### src/rtl/rsu_pkg.sv
package rsu_pkg;
  typedef enum logic [1:0] {
    DR_IDLE = 2'd0,
    DR_SEND = 2'd1,
    DR_WAIT = 2'd2
  } drain_state_e;
endpackage

### src/rtl/rsu_rst_sync.sv
module rsu_rst_sync (
  input  logic clk,
  input  logic rst_n,
  output logic rst_n_sync
);
  logic [1:0] sync_q;

  always_ff @(posedge clk or negedge rst_n) begin
    if (!rst_n) sync_q <= 2'b00;
    else        sync_q <= {sync_q[0], 1'b1};
  end

  assign rst_n_sync = sync_q[1];
endmodule

### src/rtl/rsu_collect.sv
module rsu_collect #(
  parameter int ELEM_W    = 32,
  parameter int NUM_ELEMS = 9
) (
  input  logic                        clk,
  input  logic                        rst_n,
  input  logic                        collect_i,
  input  logic                        valid_i,
  input  logic [ELEM_W-1:0]           data_i,
  output logic                        ready_o,
  output logic [NUM_ELEMS*ELEM_W-1:0] buf_o
);
  localparam int CNT_W = $clog2(NUM_ELEMS + 1);

  logic [CNT_W-1:0] cnt_q, cnt_d;
  logic             open_q, open_d;
  logic             cap;

  // a collect in the same cycle takes priority over a capture
  assign cap     = valid_i & open_q & ~collect_i;
  assign ready_o = open_q;

  always_comb begin
    cnt_d  = cnt_q;
    open_d = open_q;
    if (collect_i) begin
      cnt_d  = '0;
      open_d = 1'b1;
    end else if (cap) begin
      cnt_d = cnt_q + 1'b1;
      if (cnt_q == CNT_W'(NUM_ELEMS - 1)) open_d = 1'b0;
    end
  end

  always_ff @(posedge clk or negedge rst_n) begin
    if (!rst_n) begin
      cnt_q  <= '0;
      open_q <= 1'b0;
    end else begin
      cnt_q  <= cnt_d;
      open_q <= open_d;
    end
  end

  // one enabled data register per slot, no reset on the data path
  for (genvar g = 0; g < NUM_ELEMS; g++) begin : g_slot
    logic              slot_en;
    logic [ELEM_W-1:0] slot_q;

    assign slot_en = cap & (cnt_q == CNT_W'(g));

    always_ff @(posedge clk) begin
      if (slot_en) slot_q <= data_i;
    end

    assign buf_o[g*ELEM_W +: ELEM_W] = slot_q;
  end
endmodule

### src/rtl/rsu_drain.sv
module rsu_drain
  import rsu_pkg::*;
#(
  parameter int ELEM_W     = 32,
  parameter int NUM_ELEMS  = 9,
  parameter int BEAT_ELEMS = 3,
  parameter int ADDR_W     = 32
) (
  input  logic                            clk,
  input  logic                            rst_n,
  input  logic                            write_i,
  input  logic [ADDR_W-1:0]               base_i,
  input  logic [NUM_ELEMS*ELEM_W-1:0]     buf_i,
  output logic                            req_valid_o,
  input  logic                            req_ready_i,
  output logic [ADDR_W-1:0]               req_addr_o,
  output logic [BEAT_ELEMS*ELEM_W-1:0]    req_data_o,
  input  logic                            resp_valid_i,
  output logic                            done_o
);
  localparam int BEATS      = NUM_ELEMS / BEAT_ELEMS;
  localparam int BEAT_W     = BEAT_ELEMS * ELEM_W;
  localparam int BEAT_BYTES = BEAT_W / 8;
  localparam int IDX_W      = (BEATS > 1) ? $clog2(BEATS) : 1;

  drain_state_e      state_q, state_d;
  logic [IDX_W-1:0]  idx_q, idx_d;
  logic [IDX_W-1:0]  rcnt_q, rcnt_d;
  logic [ADDR_W-1:0] addr_q, addr_d;
  logic              done_q, done_d;
  logic              req_fire, resp_fire;
  logic [BEAT_W-1:0] beats [BEATS];

  assign req_valid_o = (state_q == DR_SEND);
  assign req_fire    = req_valid_o & req_ready_i;
  assign resp_fire   = resp_valid_i & (state_q != DR_IDLE);
  assign req_addr_o  = addr_q;
  assign done_o      = done_q;

  for (genvar g = 0; g < BEATS; g++) begin : g_beat
    assign beats[g] = buf_i[g*BEAT_W +: BEAT_W];
  end

  always_comb begin
    req_data_o = '0;
    for (int b = 0; b < BEATS; b++) begin
      if (idx_q == IDX_W'(b)) req_data_o = beats[b];
    end
  end

  always_comb begin
    state_d = state_q;
    idx_d   = idx_q;
    rcnt_d  = rcnt_q;
    addr_d  = addr_q;
    done_d  = 1'b0;
    if (write_i) begin
      state_d = DR_SEND;
      idx_d   = '0;
      rcnt_d  = '0;
      addr_d  = base_i;
    end else begin
      if (req_fire) begin
        idx_d  = idx_q + 1'b1;
        addr_d = addr_q + ADDR_W'(BEAT_BYTES);
        if (idx_q == IDX_W'(BEATS - 1)) state_d = DR_WAIT;
      end
      if (resp_fire) begin
        rcnt_d = rcnt_q + 1'b1;
        if (rcnt_q == IDX_W'(BEATS - 1)) begin
          state_d = DR_IDLE;
          done_d  = 1'b1;
        end
      end
    end
  end

  always_ff @(posedge clk or negedge rst_n) begin
    if (!rst_n) begin
      state_q <= DR_IDLE;
      idx_q   <= '0;
      rcnt_q  <= '0;
      addr_q  <= '0;
      done_q  <= 1'b0;
    end else begin
      state_q <= state_d;
      idx_q   <= idx_d;
      rcnt_q  <= rcnt_d;
      addr_q  <= addr_d;
      done_q  <= done_d;
    end
  end
endmodule

### src/rtl/result_store_unit.sv
module result_store_unit #(
  parameter int ELEM_W     = 32,
  parameter int NUM_ELEMS  = 9,
  parameter int BEAT_ELEMS = 3,
  parameter int ADDR_W     = 32
) (
  input  logic                         clk,
  input  logic                         rst_n,
  input  logic                         collect_i,
  input  logic                         write_i,
  input  logic [ADDR_W-1:0]            res_base_i,
  input  logic                         strm_valid_i,
  input  logic [ELEM_W-1:0]            strm_data_i,
  output logic                         strm_ready_o,
  output logic                         mreq_valid_o,
  input  logic                         mreq_ready_i,
  output logic [ADDR_W-1:0]            mreq_addr_o,
  output logic [BEAT_ELEMS*ELEM_W-1:0] mreq_data_o,
  input  logic                         mresp_valid_i,
  output logic                         done_o
);
  localparam int BUF_W = NUM_ELEMS * ELEM_W;

  logic             rst_n_int;
  logic [BUF_W-1:0] buf_flat;

  rsu_rst_sync u_rst (
    .clk        (clk),
    .rst_n      (rst_n),
    .rst_n_sync (rst_n_int)
  );

  rsu_collect #(
    .ELEM_W    (ELEM_W),
    .NUM_ELEMS (NUM_ELEMS)
  ) u_collect (
    .clk       (clk),
    .rst_n     (rst_n_int),
    .collect_i (collect_i),
    .valid_i   (strm_valid_i),
    .data_i    (strm_data_i),
    .ready_o   (strm_ready_o),
    .buf_o     (buf_flat)
  );

  rsu_drain #(
    .ELEM_W     (ELEM_W),
    .NUM_ELEMS  (NUM_ELEMS),
    .BEAT_ELEMS (BEAT_ELEMS),
    .ADDR_W     (ADDR_W)
  ) u_drain (
    .clk          (clk),
    .rst_n        (rst_n_int),
    .write_i      (write_i),
    .base_i       (res_base_i),
    .buf_i        (buf_flat),
    .req_valid_o  (mreq_valid_o),
    .req_ready_i  (mreq_ready_i),
    .req_addr_o   (mreq_addr_o),
    .req_data_o   (mreq_data_o),
    .resp_valid_i (mresp_valid_i),
    .done_o       (done_o)
  );
endmodule

### config.mk
export PLATFORM = sky130hd
export DESIGN_NAME = result_store_unit
export DESIGN_NICKNAME = d
export VERILOG_FILES = /design/src/rtl/rsu_pkg.sv /design/src/rtl/rsu_rst_sync.sv /design/src/rtl/rsu_collect.sv /design/src/rtl/rsu_drain.sv /design/src/rtl/result_store_unit.sv
export SDC_FILE = /design/constraint.sdc
export NUM_CORES = 1
export LEC_CHECK = 0
export ABC_AREA = 1
export BUFFER_PORTS_ARGS = -buffer_cell sky130_fd_sc_hd__buf_2
export CORE_ASPECT_RATIO = 1.2
export CORE_MARGIN = 3
export CORE_UTILIZATION = 50
export CTS_CLUSTER_DIAMETER = 100
export CTS_CLUSTER_SIZE = 10
export DETAILED_ROUTE_END_ITERATION = 8
export PLACE_DENSITY = 0.84
export SLEW_MARGIN = 5
export SYNTH_ARGS = -nofsm -noshare
export SYNTH_HDL_FRONTEND = slang
export SYNTH_SLANG_ARGS = --single-unit
### constraint.sdc
create_clock -name clk -period 1.4 [get_ports clk]
set_input_delay 0.07 -clock clk [delete_from_list [all_inputs] [get_ports clk]]
set_output_delay 0.07 -clock clk [all_outputs]
set_load 0.02 [all_outputs]
==> flow_metrics.env, run 1 <==
export IMPL_drt_pass1_iterations=5
export IMPL_crit_family="buffers and inverters"
export IMPL_grtUsageMet1_pct=32.5
export IMPL_synth_top_cell_area_share_pct=64.4
export IMPL_yosysUniqueCellTypes=27
export IMPL_crit_slowest_cell="dfrtp_1"
export IMPL_cts_buffer_depth=3
export IMPL_fin_crit_sh_pct=163
export IMPL_dpl_instance_area_um2=16400
export IMPL_grtUsageMet2_pct=51.0
export IMPL_area_growth_pct=57.1
export IMPL_hold_ws_ps=40.6
export IMPL_numCtsBuffers=39
export IMPL_synth_adder_area_share_pct=0.839
export IMPL_portBuffers=201
export IMPL_synth_most_common_cell="edfxtp_1"
export IMPL_yosys_area_top_type="edfxtp_1"
export IMPL_grt_overflow=0
export IMPL_syn_area_per_cell_um2=12.4
export IMPL_die_w_um=156
export IMPL_drt_iter0_drc=1157
export IMPL_nets=1646
export IMPL_num_io_pins=202
export IMPL_cts_tree="built"
export IMPL_via_count=11600
export IMPL_antenna_found_initial=1
export IMPL_syn_cell_area_um2=13400
export IMPL_synth_compound_area_share_pct=10.9
export IMPL_critPathMaxStageDelay_ps=400
export IMPL_yosys_area_share_simple_pct=11.2
export IMPL_critPathBufInv=4
export IMPL_yosys_top_cells_count="edfxtp_1 (288), nand2_1 (286), o21ai_0 (119)"
export IMPL_final_area_um2=21100
export IMPL_yosysWarnings=0
export IMPL_ys_seq_area_share_pct=73.0
export IMPL_setup_violations=404
export IMPL_rsz0062_at_grt="yes"
export IMPL_cts_clk_slew_worst_paths_ps=70
export IMPL_muxShareOfSynthArea_pct=0
export IMPL_leakage_uw=0.00815
export IMPL_ant_nets=0
export IMPL_wl_mm=50.9
export IMPL_syn_inst=1082
export IMPL_hold_viol=0
export IMPL_crit_arrival_ps=2220
export IMPL_core_area_um2=26400
export IMPL_crit_path_end_kind="output pin"
export IMPL_cts_max_level=2
export IMPL_cts_sinks=334
export IMPL_ir_worst_vdd_v=0.000919
export IMPL_vias_per_cell=6.07
export IMPL_status="complete, but fails checks"
export IMPL_grt_pass1_wl_mm=61.6
export IMPL_rows=65
export IMPL_utilization_pct=80.0
export IMPL_synth_xor_area_share_pct=0.587
export IMPL_period_minus_slack_ps=2290
export IMPL_crit_chain="buf_6 > ha_4 > nor2_4 > buf_12 > buf_16 > a22oi_1 > o21ai_2 > buf_4"
export IMPL_power_density_nw_per_um2=1460
export IMPL_synth_top_family_by_area="simple AND/OR/NAND/NOR gates"
export IMPL_min_path_type="in2reg"
export IMPL_synth_edf_count=288
export IMPL_synth_seq_cells=334
export IMPL_insertion_delay_ps=540
export IMPL_async_reset_ff_share_pct=13.8
export IMPL_grt_pass1_vias=11000
export IMPL_grt_max_degree=45
export IMPL_fin_tns_setup_ps=-151950
export IMPL_power_uw=30700
export IMPL_drive_above_1_share_pct=46.4
export IMPL_synth_net_count=1162
export IMPL_start_util_pct=50.9
export IMPL_yosys_top_cells_area="edfxtp_1 (64%), dfrtp_1 (8.6%), nand2_1 (8.0%)"
export IMPL_place_gp_congestion=0.862
export IMPL_crit_fanout=13
export IMPL_die_area_um2=28900
export IMPL_worst_slack_ps=-888
export IMPL_cp_required_ps=1330
export IMPL_use_met3_pct=5.21
export IMPL_skew_ps=32.2
export IMPL_final_max_slew_violation_count=0
export IMPL_cts_root_buf="clkbuf_16"
export IMPL_wire_per_inst_um=26.6
export IMPL_dp_hpwl_mm=21.7
export IMPL_grt_busiest_layer="met2"
export IMPL_cp_start_kind="flip-flop"
export IMPL_drc=0
export IMPL_critical_path_class="reg2out"
export IMPL_synth_main_ff_cell="edfxtp_1"
export IMPL_cap_viol_max_count=0
export IMPL_fmax_mhz=437
export IMPL_die_height_um=185
export IMPL_violations="setup timing"
export IMPL_grtUsageTotal_pct=27.9
final timing paths:
check                                               startpoint                                 endpoint  slack [ps]  cells after the start
worst max register to register  u_collect.cnt_q[1]$_DFFE_PN0P_  u_collect.g_slot[1].slot_q[8]$_DFFE_PP_        -350                      8
worst min-delay path                                 collect_i            u_collect.ready_o$_DFFE_PN0P_          40                      4
worst max-delay path              u_drain.idx_q[0]$_DFFE_PN0N_                          mreq_data_o[17]        -890                      8
min in group asynchronous            u_rst.sync_q[1]$_DFF_PN0_       u_drain.req_addr_o[13]$_DFFE_PN0N_         230                      1
max in group asynchronous                                rst_n                u_rst.sync_q[1]$_DFF_PN0_         880                      3
worst min register to register       u_rst.sync_q[1]$_DFF_PN0_       u_drain.req_addr_o[13]$_DFFE_PN0N_         230                      1
layer usage:
metal	vias up	wire length, µm	part of all wire [%]
li1	4845	-	-
met1	5609	16600	33
met2	940	25900	51
met3	216	5290	10
met4	0	3160	6.2
met5	-	0	0
worst min-delay path: stages:
cell and delay [ps]:
buf_2 120, buf_4 170, nor2_1 70, nor2_2 80
area by class of cell:
| cell class | count | area, µm² |
|---|---|---|
| sequential | 334 | 9820 |
| fill | 1212 | 5270 |
| timing repair buffer | 494 | 5240 |
| multi-input combinational | 635 | 4280 |
| clock buffer | 50 | 1020 |
| tap | 335 | 419 |
| inverter | 62 | 258 |
| clock inverter | 3 | 41.3 |
| antenna | 1 | 2.50 |
flip-flops by register name (all words and copies together) (netlist names):
name,count
u_collect.g_slot.slot_q,288
u_drain.req_addr_o,32
u_collect.cnt_q,4
u_drain.idx_q,2
u_drain.rcnt_q,2
u_drain.state_q,2
u_rst.sync_q,2
u_collect.ready_o,1
u_drain.done_o,1
where the power goes:
part / internal, µW / switching [µW]
clock: 5070 / 4080
sequential: 11100 / 264
combinational: 4540 / 5600
cells in the final DEF, fill, tap and decap left out, types with 2 or more instances in the layout:
cell / synthesis / final
o21ai_2: 0 / 88
a22oi_2: 0 / 43
clkbuf_1: 23 / 11
nor2_2: 4 / 15
inv_4: 0 / 7
ha_4: 0 / 8
nor2_1: 50 / 24
clkbuf_16: 0 / 58
buf_16: 0 / 13
a22oi_1: 96 / 53
inv_2: 3 / 11
o211ai_1: 5 / 5
dfrtp_1: 46 / 27
nor3_4: 0 / 7
nand2_2: 2 / 25
clkinv_8: 0 / 2
edfxtp_1: 288 / 288
nand3_1: 25 / 20
dlygate4sd3_1: 0 / 71
buf_2: 21 / 105
inv_1: 59 / 43
buf_8: 0 / 14
o21ai_4: 0 / 8
xor2_1: 7 / 6
buf_6: 0 / 131
o21ai_0: 119 / 26
buf_12: 0 / 34
o21bai_1: 4 / 4
nor2_4: 3 / 18
nand2_1: 286 / 254
nand2_4: 0 / 9
dfrtp_2: 0 / 19
buf_4: 5 / 107
a21oi_1: 9 / 7
xnor2_1: 2 / 2
a21oi_2: 0 / 2
nand3_2: 0 / 4
per-stage QoR:
step                      worst slack [ps]  instances
after floorplan                       -642       1082
after global placement                -232       1678
after detailed placement              -292       1678
after CTS                             -785       1850
after global routing                  -933       1914
final                                 -888       1914
logic make-up after synthesis:
kind of cell               after synthesis
buffers and inverters                  113
xor gates and xnor gates                 9
adders and majority gates                9
DFF                                    334
and+or+nand+nor                        378
AOI/OAI and AO/OA                      238
other                                    1
what timing repair did:
action | 4_1_cts | 5_1_grt
gates cloned | 14 | 31
endpoints found under the setup margin | 397 | 418
endpoints found under the hold margin | 325 | 0
resized for setup | 214 | 235
pin swaps | 13 | 81
hold buffers | 71 | 0
setup buffers | 34 | 47
(Power assumes the default switching activity.)
==> run 2, diff against run 1 <==
- ABC_AREA: 1 -> unset
- REMOVE_ABC_BUFFERS: unset -> 1
==> run 2 against run 1 <==
Critical endpoint is now mreq_data_o[7]. Global-route usage up 2.7 points. Cell count decreased by 10%. The run still ends with setup timing left. Via count down 5.4%. Worst hold slack improved by 29 ps. Largest cell class unchanged. Non-clock buffer count down 5. First-iteration DRC count grew 9.3%. Synthesized cell count shrank 16%. Power down 3.1%. Critical path depth rose by 1. Largest power group unchanged.
==> flow_metrics.env, run 2 <==
export IMPL_status="complete, but fails checks"
export IMPL_violations="setup timing"
export IMPL_grtUsageTotal_pct=30.6
export IMPL_crit_slowest_cell="dfrtp_1"
export IMPL_power_density_nw_per_um2=1460
export IMPL_muxShareOfSynthArea_pct=0.250
export IMPL_power_frac_seq_pct=37.7
export IMPL_num_antenna_cells=0
export IMPL_cts_root_buf="clkbuf_16"
export IMPL_cp_required_ps=1330
export IMPL_drt_pass1_iterations=5
export IMPL_grt_overflow=0
export IMPL_rsz0062_at_grt="yes"
export IMPL_numCtsBuffers=39
export IMPL_cts_tree="built"
export IMPL_grt_max_degree=38
export IMPL_critPathMaxStageDelay_ps=400
export IMPL_crit_fanout=9
export IMPL_synth_top_cell_area_share_pct=66.6
export IMPL_crit_path_end_kind="output pin"
export IMPL_pwr_share_comb_pct=32.0
export IMPL_cts_max_level=2
export IMPL_yosysWarnings=0
export IMPL_die_area_um2=28000
export IMPL_yosys_top_cells_count="edfxtp_1 (288), nand2_1 (122), o21ai_0 (111)"
export IMPL_fmax_mhz=427
export IMPL_antenna_found_initial=0
export IMPL_setup_violations=416
export IMPL_drc=0
export IMPL_yosys_top_cells_area="edfxtp_1 (67%), dfrtp_1 (8.9%), a22oi_1 (5.5%)"
export IMPL_synth_top_family_by_area="compound AO/OA/AOI/OAI gates"
export IMPL_fillers=1133
export IMPL_core_area_um2=25500
export IMPL_worst_slack_ps=-941
export IMPL_wire_per_inst_um=28.8
export IMPL_cts_clk_slew_worst_paths_ps=60
export IMPL_yosysUniqueCellTypes=38
export IMPL_final_area_um2=20400
export IMPL_skew_ps=25.6
export IMPL_synth_compound_area_share_pct=12.1
export IMPL_syn_inst=910
export IMPL_drt_iter0_drc=1265
export IMPL_cap_viol_max_count=0
export IMPL_ys_seq_area_share_pct=75.5
export IMPL_critical_path_class="reg2out"
export IMPL_leakage_uw=0.00751
export IMPL_dpl_instance_area_um2=15500
export IMPL_p_clk_share_pct=30.2
export IMPL_cp_start_kind="flip-flop"
export IMPL_largest_reg_flops=288
export IMPL_fin_tns_setup_ps=-159100
export IMPL_layout_common_cells="edfxtp_1 (288), buf_4 (151), nand2_1 (120)"
export IMPL_nets=1462
export IMPL_netSwitchingFraction_pct=30.8
export IMPL_final_max_slew_violation_count=0
export IMPL_yosys_area_share_simple_pct=8.26
export IMPL_place_gp_congestion=0.857
export IMPL_p_sw_uw=9150
export IMPL_cts_buffer_depth=3
export IMPL_num_io_pins=202
export IMPL_synth_adder_area_share_pct=0.867
export IMPL_insertion_delay_ps=520
export IMPL_syn_area_per_cell_um2=14.3
export IMPL_die_w_um=153
export IMPL_dp_hpwl_mm=19.7
export IMPL_rows=64
export IMPL_hold_viol=0
export IMPL_fin_crit_sh_pct=167
export IMPL_vias_per_cell=6.37
export IMPL_async_reset_ff_share_pct=13.8
export IMPL_utilization_pct=80.0
export IMPL_area_growth_pct=57.3
export IMPL_p_int_uw=20600
export IMPL_wl_mm=49.7
export IMPL_mostFrequentLayoutCell="edfxtp_1"
export IMPL_synth_most_common_cell="edfxtp_1"
export IMPL_crit_chain="buf_6 > ha_4 > nor2b_4 > buf_12 > buf_12 > buf_4 > a22oi_1 > o21ai_1 > buf_4"
export IMPL_ant_nets=0
export IMPL_synth_main_ff_cell="edfxtp_1"
export IMPL_min_path_type="in2reg"
export IMPL_start_util_pct=50.8
export IMPL_portBuffers=201
export IMPL_regMostFlops="u_collect.g_slot.slot_q"
export IMPL_die_height_um=183
export IMPL_yosys_area_top_type="edfxtp_1"
export IMPL_period_minus_slack_ps=2340
export IMPL_cts_sinks=334
export IMPL_grt_pass1_vias=10900
export IMPL_synth_edf_count=288
export IMPL_crit_arrival_ps=2270
export IMPL_grt_pass1_wl_mm=65.8
export IMPL_syn_cell_area_um2=13000
export IMPL_via_count=11000
export IMPL_r2r_cells=8
export IMPL_whs_path_depth=4
export IMPL_synth_seq_cells=334
export IMPL_synth_xor_area_share_pct=0.944
export IMPL_power_uw=29700
export IMPL_ir_worst_vdd_v=0.000892
export IMPL_drive_above_1_share_pct=46.3
export IMPL_hold_ws_ps=69.4
==> run 2: routing by layer <==
layer  track usage (%)  up-vias  wire length [µm]
met3              5.41      216              5630
met5                 0        -                 0
met2              54.9      971             25400
met1              36.6     5343             15900
met4              12.4        0              2730
li1                  -     4453                 -
==> run 2: cell type report <==
| type | instances | area (µm²) | share of cell area (%) |
|---|---|---|---|
| Sequential cell | 334 | 9800 | 48.0 |
| Tap cell | 330 | 413 | 2.02 |
| Clock buffer | 49 | 1010 | 4.96 |
| Clock inverter | 3 | 41.3 | 0.202 |
| Multi-Input combinational cell | 506 | 3880 | 19.0 |
| Timing Repair Buffer | 489 | 5230 | 25.6 |
| Inverter | 12 | 45.0 | 0.221 |
==> run 2: power by group through the flow <==
stage | logic, µW | clock network (µW) | registers (µW)
2_1_floorplan | 2580 | 0 | 11500
3_3_place_gp | 5340 | 0 | 11400
3_5_place_dp | 5470 | 0 | 11400
4_1_cts | 8190 | 8730 | 11200
5_1_grt | 9800 | 9340 | 11200
6_report | 9530 | 8980 | 11200
==> run 2: cells by family after synthesis <==
logic type,Yosys count
flip-flops,334
AO/OA/AOI/OAI,251
AND/OR/NAND/NOR,227
buffers and inverters,71
XOR/XNOR,14
adder cells (fa/ha/maj),9
multiplexers,3
other,1
==> run 2: worst max-delay path: cells and delay by family (launching register included) <==
| kind | cells | cell delay (ps) |
|---|---|---|
| flip-flops | 1 | 400 |
| buffers and inverters | 5 | 770 |
| AND/OR/NAND/NOR | 1 | 130 |
| AO/OA/AOI/OAI | 2 | 280 |
| adder cells (fa/ha/maj) | 1 | 170 |
==> run 2: worst paths after layout <==
check,slack (ps),endpoint,from
setup / recovery,-940,mreq_data_o[7],u_drain.idx_q[0]$_DFFE_PN0N_
hold / removal,70,u_drain.state_q[1]$_DFF_PN0_,mreq_ready_i
setup reg to reg,-710,u_drain.req_addr_o[30]$_DFFE_PN0N_,u_drain.req_addr_o[3]$_DFFE_PN0N_
hold reg to reg,120,u_collect.cnt_q[3]$_DFFE_PN0P_,u_rst.sync_q[1]$_DFF_PN0_
max in group asynchronous,790,u_drain.req_addr_o[5]$_DFFE_PN0N_,u_rst.sync_q[1]$_DFF_PN0_
min in group asynchronous,120,u_collect.cnt_q[3]$_DFFE_PN0P_,u_rst.sync_q[1]$_DFF_PN0_
==> run 2: repair_timing <==
item / 4_1_cts / 5_1_grt
hold buffers: 71 / 0
hold endpoints to repair: 334 / 0
cloned: 35 / 13
pin swaps: 49 / 44
resized for setup: 361 / 192
setup buffers: 55 / 27
setup endpoints to repair: 415 / 421
==> run 2: metrics by stage <==
stage	setup WS, ps	std cells
3_5_place_dp	-641	1504
2_1_floorplan	-4270	851
4_1_cts	-848	1713
3_3_place_gp	-566	1504
6_report	-941	1723
5_1_grt	-985	1723
